$ cat config.mk
export PLATFORM = sky130hd
export DESIGN_NAME = gain_ctrl_front
export DESIGN_NICKNAME = d
export VERILOG_FILES = /design/src/rtl/gain_pkg.sv /design/src/rtl/gain_mode_decode.sv /design/src/rtl/gain_step_edge.sv /design/src/rtl/gain_channel.sv /design/src/rtl/gain_ctrl_front.sv
export SDC_FILE = /design/constraint.sdc
export NUM_CORES = 1
export LEC_CHECK = 0
export BUFFER_PORTS_ARGS = -buffer_cell sky130_fd_sc_hd__buf_2
export CORE_MARGIN = 5
export CORE_UTILIZATION = 35
export DETAILED_ROUTE_END_ITERATION = 10
export GPL_TIMING_DRIVEN = 1
export PLACE_DENSITY_LB_ADDON = 0.3
export SYNTH_ARGS = -nofsm -noshare
export SYNTH_HDL_FRONTEND = slang
export SYNTH_SLANG_ARGS = --single-unit
$ cat constraint.sdc
create_clock -name clk_i -period 3.28 [get_ports clk_i]
set_clock_uncertainty 0.15 [all_clocks]
set_input_delay 0.492 -clock clk_i [delete_from_list [all_inputs] [get_ports clk_i]]
set_output_delay 0.492 -clock clk_i [all_outputs]
set_load 0.05 [all_outputs]
$ cat src/rtl/gain_pkg.sv
package gain_pkg;
  localparam int unsigned GAIN_W = 6;

  typedef enum logic [1:0] {
    MODE_RSVD   = 2'b00,
    MODE_SERIAL = 2'b01,
    MODE_PULSE  = 2'b10,
    MODE_PAR    = 2'b11
  } mode_e;

  typedef struct packed {
    logic par;
    logic pulse;
    logic serial;
  } mode_dec_t;
endpackage

$ cat src/rtl/gain_mode_decode.sv
module gain_mode_decode
  import gain_pkg::*;
(
  input  logic      clk_i,
  input  logic      rst_ni,
  input  logic [1:0] mode_i,
  output mode_dec_t dec_o
);
  always_comb begin
    dec_o = '0;
    unique case (mode_e'(mode_i))
      MODE_PAR:    dec_o.par    = 1'b1;
      MODE_PULSE:  dec_o.pulse  = 1'b1;
      MODE_SERIAL: dec_o.serial = 1'b1;
      default:     dec_o        = '0;
    endcase
  end

  // at most one mode active
  a_r1_onehot_mode: assert property (@(posedge clk_i) disable iff (!rst_ni)
    $onehot0({dec_o.par, dec_o.pulse, dec_o.serial}));
endmodule

$ cat src/rtl/gain_step_edge.sv
module gain_step_edge (
  input  logic clk_i,
  input  logic rst_ni,
  input  logic up_i,
  input  logic dn_i,
  output logic inc_o,
  output logic dec_o
);
  logic up_q, dn_q;
  logic up_rise, dn_rise;

  always_ff @(posedge clk_i or negedge rst_ni) begin
    if (!rst_ni) begin
      up_q <= 1'b0;
      dn_q <= 1'b0;
    end else begin
      up_q <= up_i;
      dn_q <= dn_i;
    end
  end

  assign up_rise = up_i & ~up_q;
  assign dn_rise = dn_i & ~dn_q;
  // simultaneous edges cancel
  assign inc_o = up_rise & ~dn_rise;
  assign dec_o = dn_rise & ~up_rise;

  a_r7_no_repeat_on_level: assert property (@(posedge clk_i) disable iff (!rst_ni)
    inc_o |=> !inc_o);
  a_r7_exclusive: assert property (@(posedge clk_i) disable iff (!rst_ni)
    !(inc_o && dec_o));
endmodule

$ cat src/rtl/gain_channel.sv
module gain_channel
  import gain_pkg::*;
#(
  parameter int unsigned W = GAIN_W
) (
  input  logic         clk_i,
  input  logic         rst_ni,
  input  mode_dec_t    mode_i,
  input  logic [W-1:0] bus_i,
  input  logic         hold_i,
  input  logic         en_i,
  input  logic         sel_i,
  input  logic         inc_i,
  input  logic         dec_i,
  output logic [W-1:0] gain_o,
  output logic         pwr_dn_o
);
  localparam logic [W-1:0] GMAX = {W{1'b1}};
  localparam logic [W-1:0] GMIN = '0;

  logic [W-1:0] gain_q, gain_d;
  logic         pd_q;

  always_comb begin
    gain_d = gain_q;
    if (en_i) begin
      if (mode_i.par && !hold_i) begin
        gain_d = bus_i;
      end else if (mode_i.pulse && sel_i) begin
        if (inc_i && gain_q != GMAX) gain_d = gain_q + 1'b1;
        else if (dec_i && gain_q != GMIN) gain_d = gain_q - 1'b1;
      end
    end
  end

  always_ff @(posedge clk_i or negedge rst_ni) begin
    if (!rst_ni) begin
      gain_q <= GMIN;
      pd_q   <= 1'b0;
    end else begin
      gain_q <= gain_d;
      pd_q   <= ~en_i;
    end
  end

  assign gain_o   = gain_q;
  assign pwr_dn_o = pd_q;

  a_r2_follow_bus: assert property (@(posedge clk_i) disable iff (!rst_ni)
    (mode_i.par && !hold_i && en_i) |=> gain_q == $past(bus_i));
  a_r3_hold_keeps: assert property (@(posedge clk_i) disable iff (!rst_ni)
    (mode_i.par && hold_i) |=> $stable(gain_q));
  a_r1_idle_mode_keeps: assert property (@(posedge clk_i) disable iff (!rst_ni)
    (!mode_i.par && !mode_i.pulse) |=> $stable(gain_q));
  a_r5_disabled_frozen: assert property (@(posedge clk_i) disable iff (!rst_ni)
    !en_i |=> ($stable(gain_q) && pd_q));
  a_r7_single_step: assert property (@(posedge clk_i) disable iff (!rst_ni)
    mode_i.pulse |=> (gain_q == $past(gain_q) || gain_q == $past(gain_q) + 1'b1
                      || gain_q == $past(gain_q) - 1'b1));
  a_r8_top_saturate: assert property (@(posedge clk_i) disable iff (!rst_ni)
    (mode_i.pulse && gain_q == GMAX) |=> gain_q != GMIN);
  a_r8_bottom_saturate: assert property (@(posedge clk_i) disable iff (!rst_ni)
    (mode_i.pulse && gain_q == GMIN) |=> gain_q != GMAX);
endmodule

$ cat src/rtl/gain_ctrl_front.sv
module gain_ctrl_front
  import gain_pkg::*;
#(
  parameter int unsigned W = GAIN_W
) (
  input  logic         clk_i,
  input  logic         rst_ni,
  input  logic [1:0]   mode_i,
  input  logic [W-1:0] gain_bus_i,
  input  logic         hold_a_i,
  input  logic         hold_b_i,
  input  logic         en_a_i,
  input  logic         en_b_i,
  input  logic         step_up_i,
  input  logic         step_dn_i,
  input  logic         step_sel_i,
  output logic [W-1:0] gain_a_o,
  output logic [W-1:0] gain_b_o,
  output logic         pwr_dn_a_o,
  output logic         pwr_dn_b_o
);
  localparam int unsigned NCH = 2;

  mode_dec_t     dec;
  logic          inc, dec_step;
  logic [NCH-1:0] hold_v, en_v, sel_v, pd_v;
  logic [W-1:0]  gain_v [NCH];

  assign hold_v = {hold_b_i, hold_a_i};
  assign en_v   = {en_b_i, en_a_i};
  assign sel_v  = {step_sel_i, ~step_sel_i};

  gain_mode_decode u_mode (
    .clk_i (clk_i),
    .rst_ni(rst_ni),
    .mode_i(mode_i),
    .dec_o (dec)
  );

  gain_step_edge u_edge (
    .clk_i (clk_i),
    .rst_ni(rst_ni),
    .up_i  (step_up_i),
    .dn_i  (step_dn_i),
    .inc_o (inc),
    .dec_o (dec_step)
  );

  for (genvar c = 0; c < NCH; c++) begin : g_ch
    gain_channel #(.W(W)) u_ch (
      .clk_i   (clk_i),
      .rst_ni  (rst_ni),
      .mode_i  (dec),
      .bus_i   (gain_bus_i),
      .hold_i  (hold_v[c]),
      .en_i    (en_v[c]),
      .sel_i   (sel_v[c]),
      .inc_i   (inc),
      .dec_i   (dec_step),
      .gain_o  (gain_v[c]),
      .pwr_dn_o(pd_v[c])
    );
  end

  assign gain_a_o   = gain_v[0];
  assign gain_b_o   = gain_v[1];
  assign pwr_dn_a_o = pd_v[0];
  assign pwr_dn_b_o = pd_v[1];

  // held channel stays put while the other tracks the bus
  a_r4_independent: assert property (@(posedge clk_i) disable iff (!rst_ni)
    (dec.par && hold_a_i && !hold_b_i && en_b_i) |=>
      ($stable(gain_a_o) && gain_b_o == $past(gain_bus_i)));
endmodule

==> impl_metrics.tcl <==
set metrics [dict create \
    critPathMaxFanout 9 \
    ys_seq_area_share_pct 31.53 \
    antenna_cells 0 \
    synthMuxAreaShare_pct 6.700 \
    die_area_um2 4933 \
    yosysTopAreaCell "dfrtp_1" \
    drc_errors 0 \
    nFillCells 350 \
    start_util_pct 37.18 \
    min_period_over_period_pct 86.40 \
    fin_area_um2 1491 \
    synth_top_family_by_area "compound AO/OA/AOI/OAI gates" \
    setup_viol 0 \
    synth_edf_count 0 \
    async_flop_share_pct 100.0 \
    cts_htree_levels 1 \
    routedWlPerCell_um 15.29 \
    yosysWarnings 0 \
    synth_compound_area_share_pct 22.86 \
    ys.flop_type "dfrtp_1" \
    fmax_mhz 352.9 \
    numCtsBuffers 3 \
    tns_ns 0 \
    syn_inst 134 \
    worst_pin_slew_ns 0.4885 \
    ctsResizeCount 0 \
    crit_type "register to register" \
    end_kind "register" \
    route.vias.total 1149 \
    relSlewSlack_pct 67.34 \
    grt_usage_pct 13.79 \
    leakage_nw 0.6583 \
    die-height_um 70.24 \
    die_width_um 70.24 \
    antenna_left 0 \
    drt-vias-per-instance 5.420 \
    synth.area.top_cells "dfrtp_1, ha_1, mux2_4" \
    slew_violations 0 \
    power_density_nw_per_um2 909.0 \
    synth_fa_ha_area_share_pct 11.03 \
    syn_to_final_growth_pct 17.44 \
    startpoint_type "register" \
    finalCriticalPeriod_ns 2.834 \
    post-cts-setup-buffer-count 0 \
    clockBufferDepth 2 \
    min_path_type "input pin to register" \
    overflow 0 \
    yosys.cell_types.count 42 \
    cts_tree "done" \
    cts_hold_buf 1 \
    dr.pass1.iters 4 \
    drv_cap 0 \
    finalHoldViolCount 0 \
    clock_latency_ns 0.29 \
    syn_area_per_cell_um2 9.477 \
    status "finished clean" \
    cp.required_ns 3.33 \
    crit_arrival_ns 2.89 \
    ios 31 \
    fin_util_pct 43.66 \
    ys_ff_latch 16 \
    clk_transition_reported_paths_ns 0.10 \
    rsz0062_at_grt "no" \
    gp_congestion 0.8792 \
    synthesis.area_um2 1270 \
    placed_area_um2 1459 \
    synthesis.nets 161 \
    dp_hpwl_mm 2.608 \
    cts_root_buffer "clkbuf_4" \
    grt_pass1_vias 1216 \
    wirelength_mm 3.241 \
    design.core.area_um2 3416 \
    cts.sinks 16 \
    ir_worst_vdd_mv 0.3797 \
    grt_pass1_wl_mm 5.575 \
    grt_max_degree 17 \
    yosys.area_share.simple_pct 20.69 \
    multi_input_area_um2 830.8 \
    drtIter0Drc 35 \
    seq_area_um2 400.4 \
    final_nets 195 \
    synth_top_area_share_pct 31.53 \
    port_buffers 30 \
    rows 21 \
    drive_gt1_share_pct 28.31 \
    synthXorXnorAreaFrac_pct 4.138 \
    antenna_found_initial 0 \
]
[layout make-up]
class / instances / share of cell area [%]
multi-input cells: 112 / 55.70
flip-flops and latches: 16 / 26.85
repair buffers: 32 / 11.24
well taps: 46 / 3.859
clock buffers: 3 / 1.510
inverters: 3 / 0.8389
[cell families after synthesis]
family / Yosys count
xor gates and xnor gates: 6
buffers and inverters: 6
DFF: 16
muxes: 6
AOI/OAI and AO/OA: 38
and+or+nand+nor: 52
adders and majority gates: 10
[cell usage in the layout, fill, tap and decap left out, types with 2 or more instances in the layout]
master / count
buf_2: 30
dfrtp_1: 16
nor2_1: 13
nand2_1: 12
o21ai_0: 9
ha_1: 8
nor3_1: 6
a21oi_1: 6
mux2_4: 5
a211oi_1: 4
nand3_1: 4
xnor2_1: 4
nand3b_1: 3
a211o_1: 3
a21o_1: 3
clkbuf_4: 3
nand4_1: 2
inv_1: 2
xor2_1: 2
nor4_1: 2
or2_1: 2
a221oi_2: 2
or3_1: 2
a31oi_1: 2
fa_1: 2
[worst max-delay path, stage by stage (launching register included)]
cell and delay, ns:
dfrtp_1 0.51, nand4_1 0.18, o211ai_2 0.44, ha_1 0.35, a211oi_1 0.28, o21ai_0 0.17, nor4b_1 0.17, a211o_1 0.25
a221oi_2 0.23
[routing by layer]
layer  share of wire (%)  wire, um  track usage [%]
met1                  47      1537            18.08
met2                  46      1499            22.87
met3                 5.1       165            2.296
met4                 1.2        38            4.468
met5                   0         0                0
[path summary, 6_finish.rpt]
check                      depth (start not counted)              startpoint                endpoint  slack [ns]
setup / recovery                                   8  g_ch[0].u_ch.gain_o[0]  g_ch[0].u_ch.gain_o[5]        0.45
min in group asynchronous                          2                  rst_ni  g_ch[1].u_ch.gain_o[4]        0.49
setup reg to reg                                   8  g_ch[0].u_ch.gain_o[0]  g_ch[0].u_ch.gain_o[5]        0.45
hold / removal                                     1               step_up_i             u_edge.up_q        0.16
max in group asynchronous                          2                  rst_ni  g_ch[0].u_ch.gain_o[3]        2.22
hold reg to reg                                    1  g_ch[0].u_ch.gain_o[4]  g_ch[0].u_ch.gain_o[4]        0.45
[cell usage after synthesis, drive strengths merged (3+ instances only)]
master / n
nand3: 4
a211o: 3
mux2: 5
nor2: 13
nand2: 12
a21o: 4
a21oi: 8
nor3: 6
o21ai: 9
nand3b: 3
a211oi: 4
ha: 8
dfrtp: 16
xnor2: 4
[report_power, final]
group	switching, W	leakage, nW	total [W]	internal, W
Combinational	0.000537	0.456	0.000869	0.000331
Sequential	0.000111	0.188	0.000375	0.000264
Clock	0.0000690	0.0138	0.000112	0.0000428
[registers in the layout, indices dropped and copies added, names as in the netlist]
name                count
g_ch.u_ch.gain_o       12
g_ch.u_ch.pwr_dn_o      2
u_edge.dn_q             1
u_edge.up_q             1
[metrics by stage]
stage / hold slack (ns) / setup WS, ns / std cells / power, W
global route: 0.1597 / 0.2454 / 212 / 0.001453
floorplan: 0.04641 / 0.5344 / 134 / 0.001046
detailed placement: 0.2870 / 0.4706 / 208 / 0.001244
finish: 0.1576 / 0.4461 / 212 / 0.001356
global placement: 0.2925 / 0.5787 / 208 / 0.001219
CTS: 0.1585 / 0.4430 / 212 / 0.001357
Power figures use the tool's default switching activity.
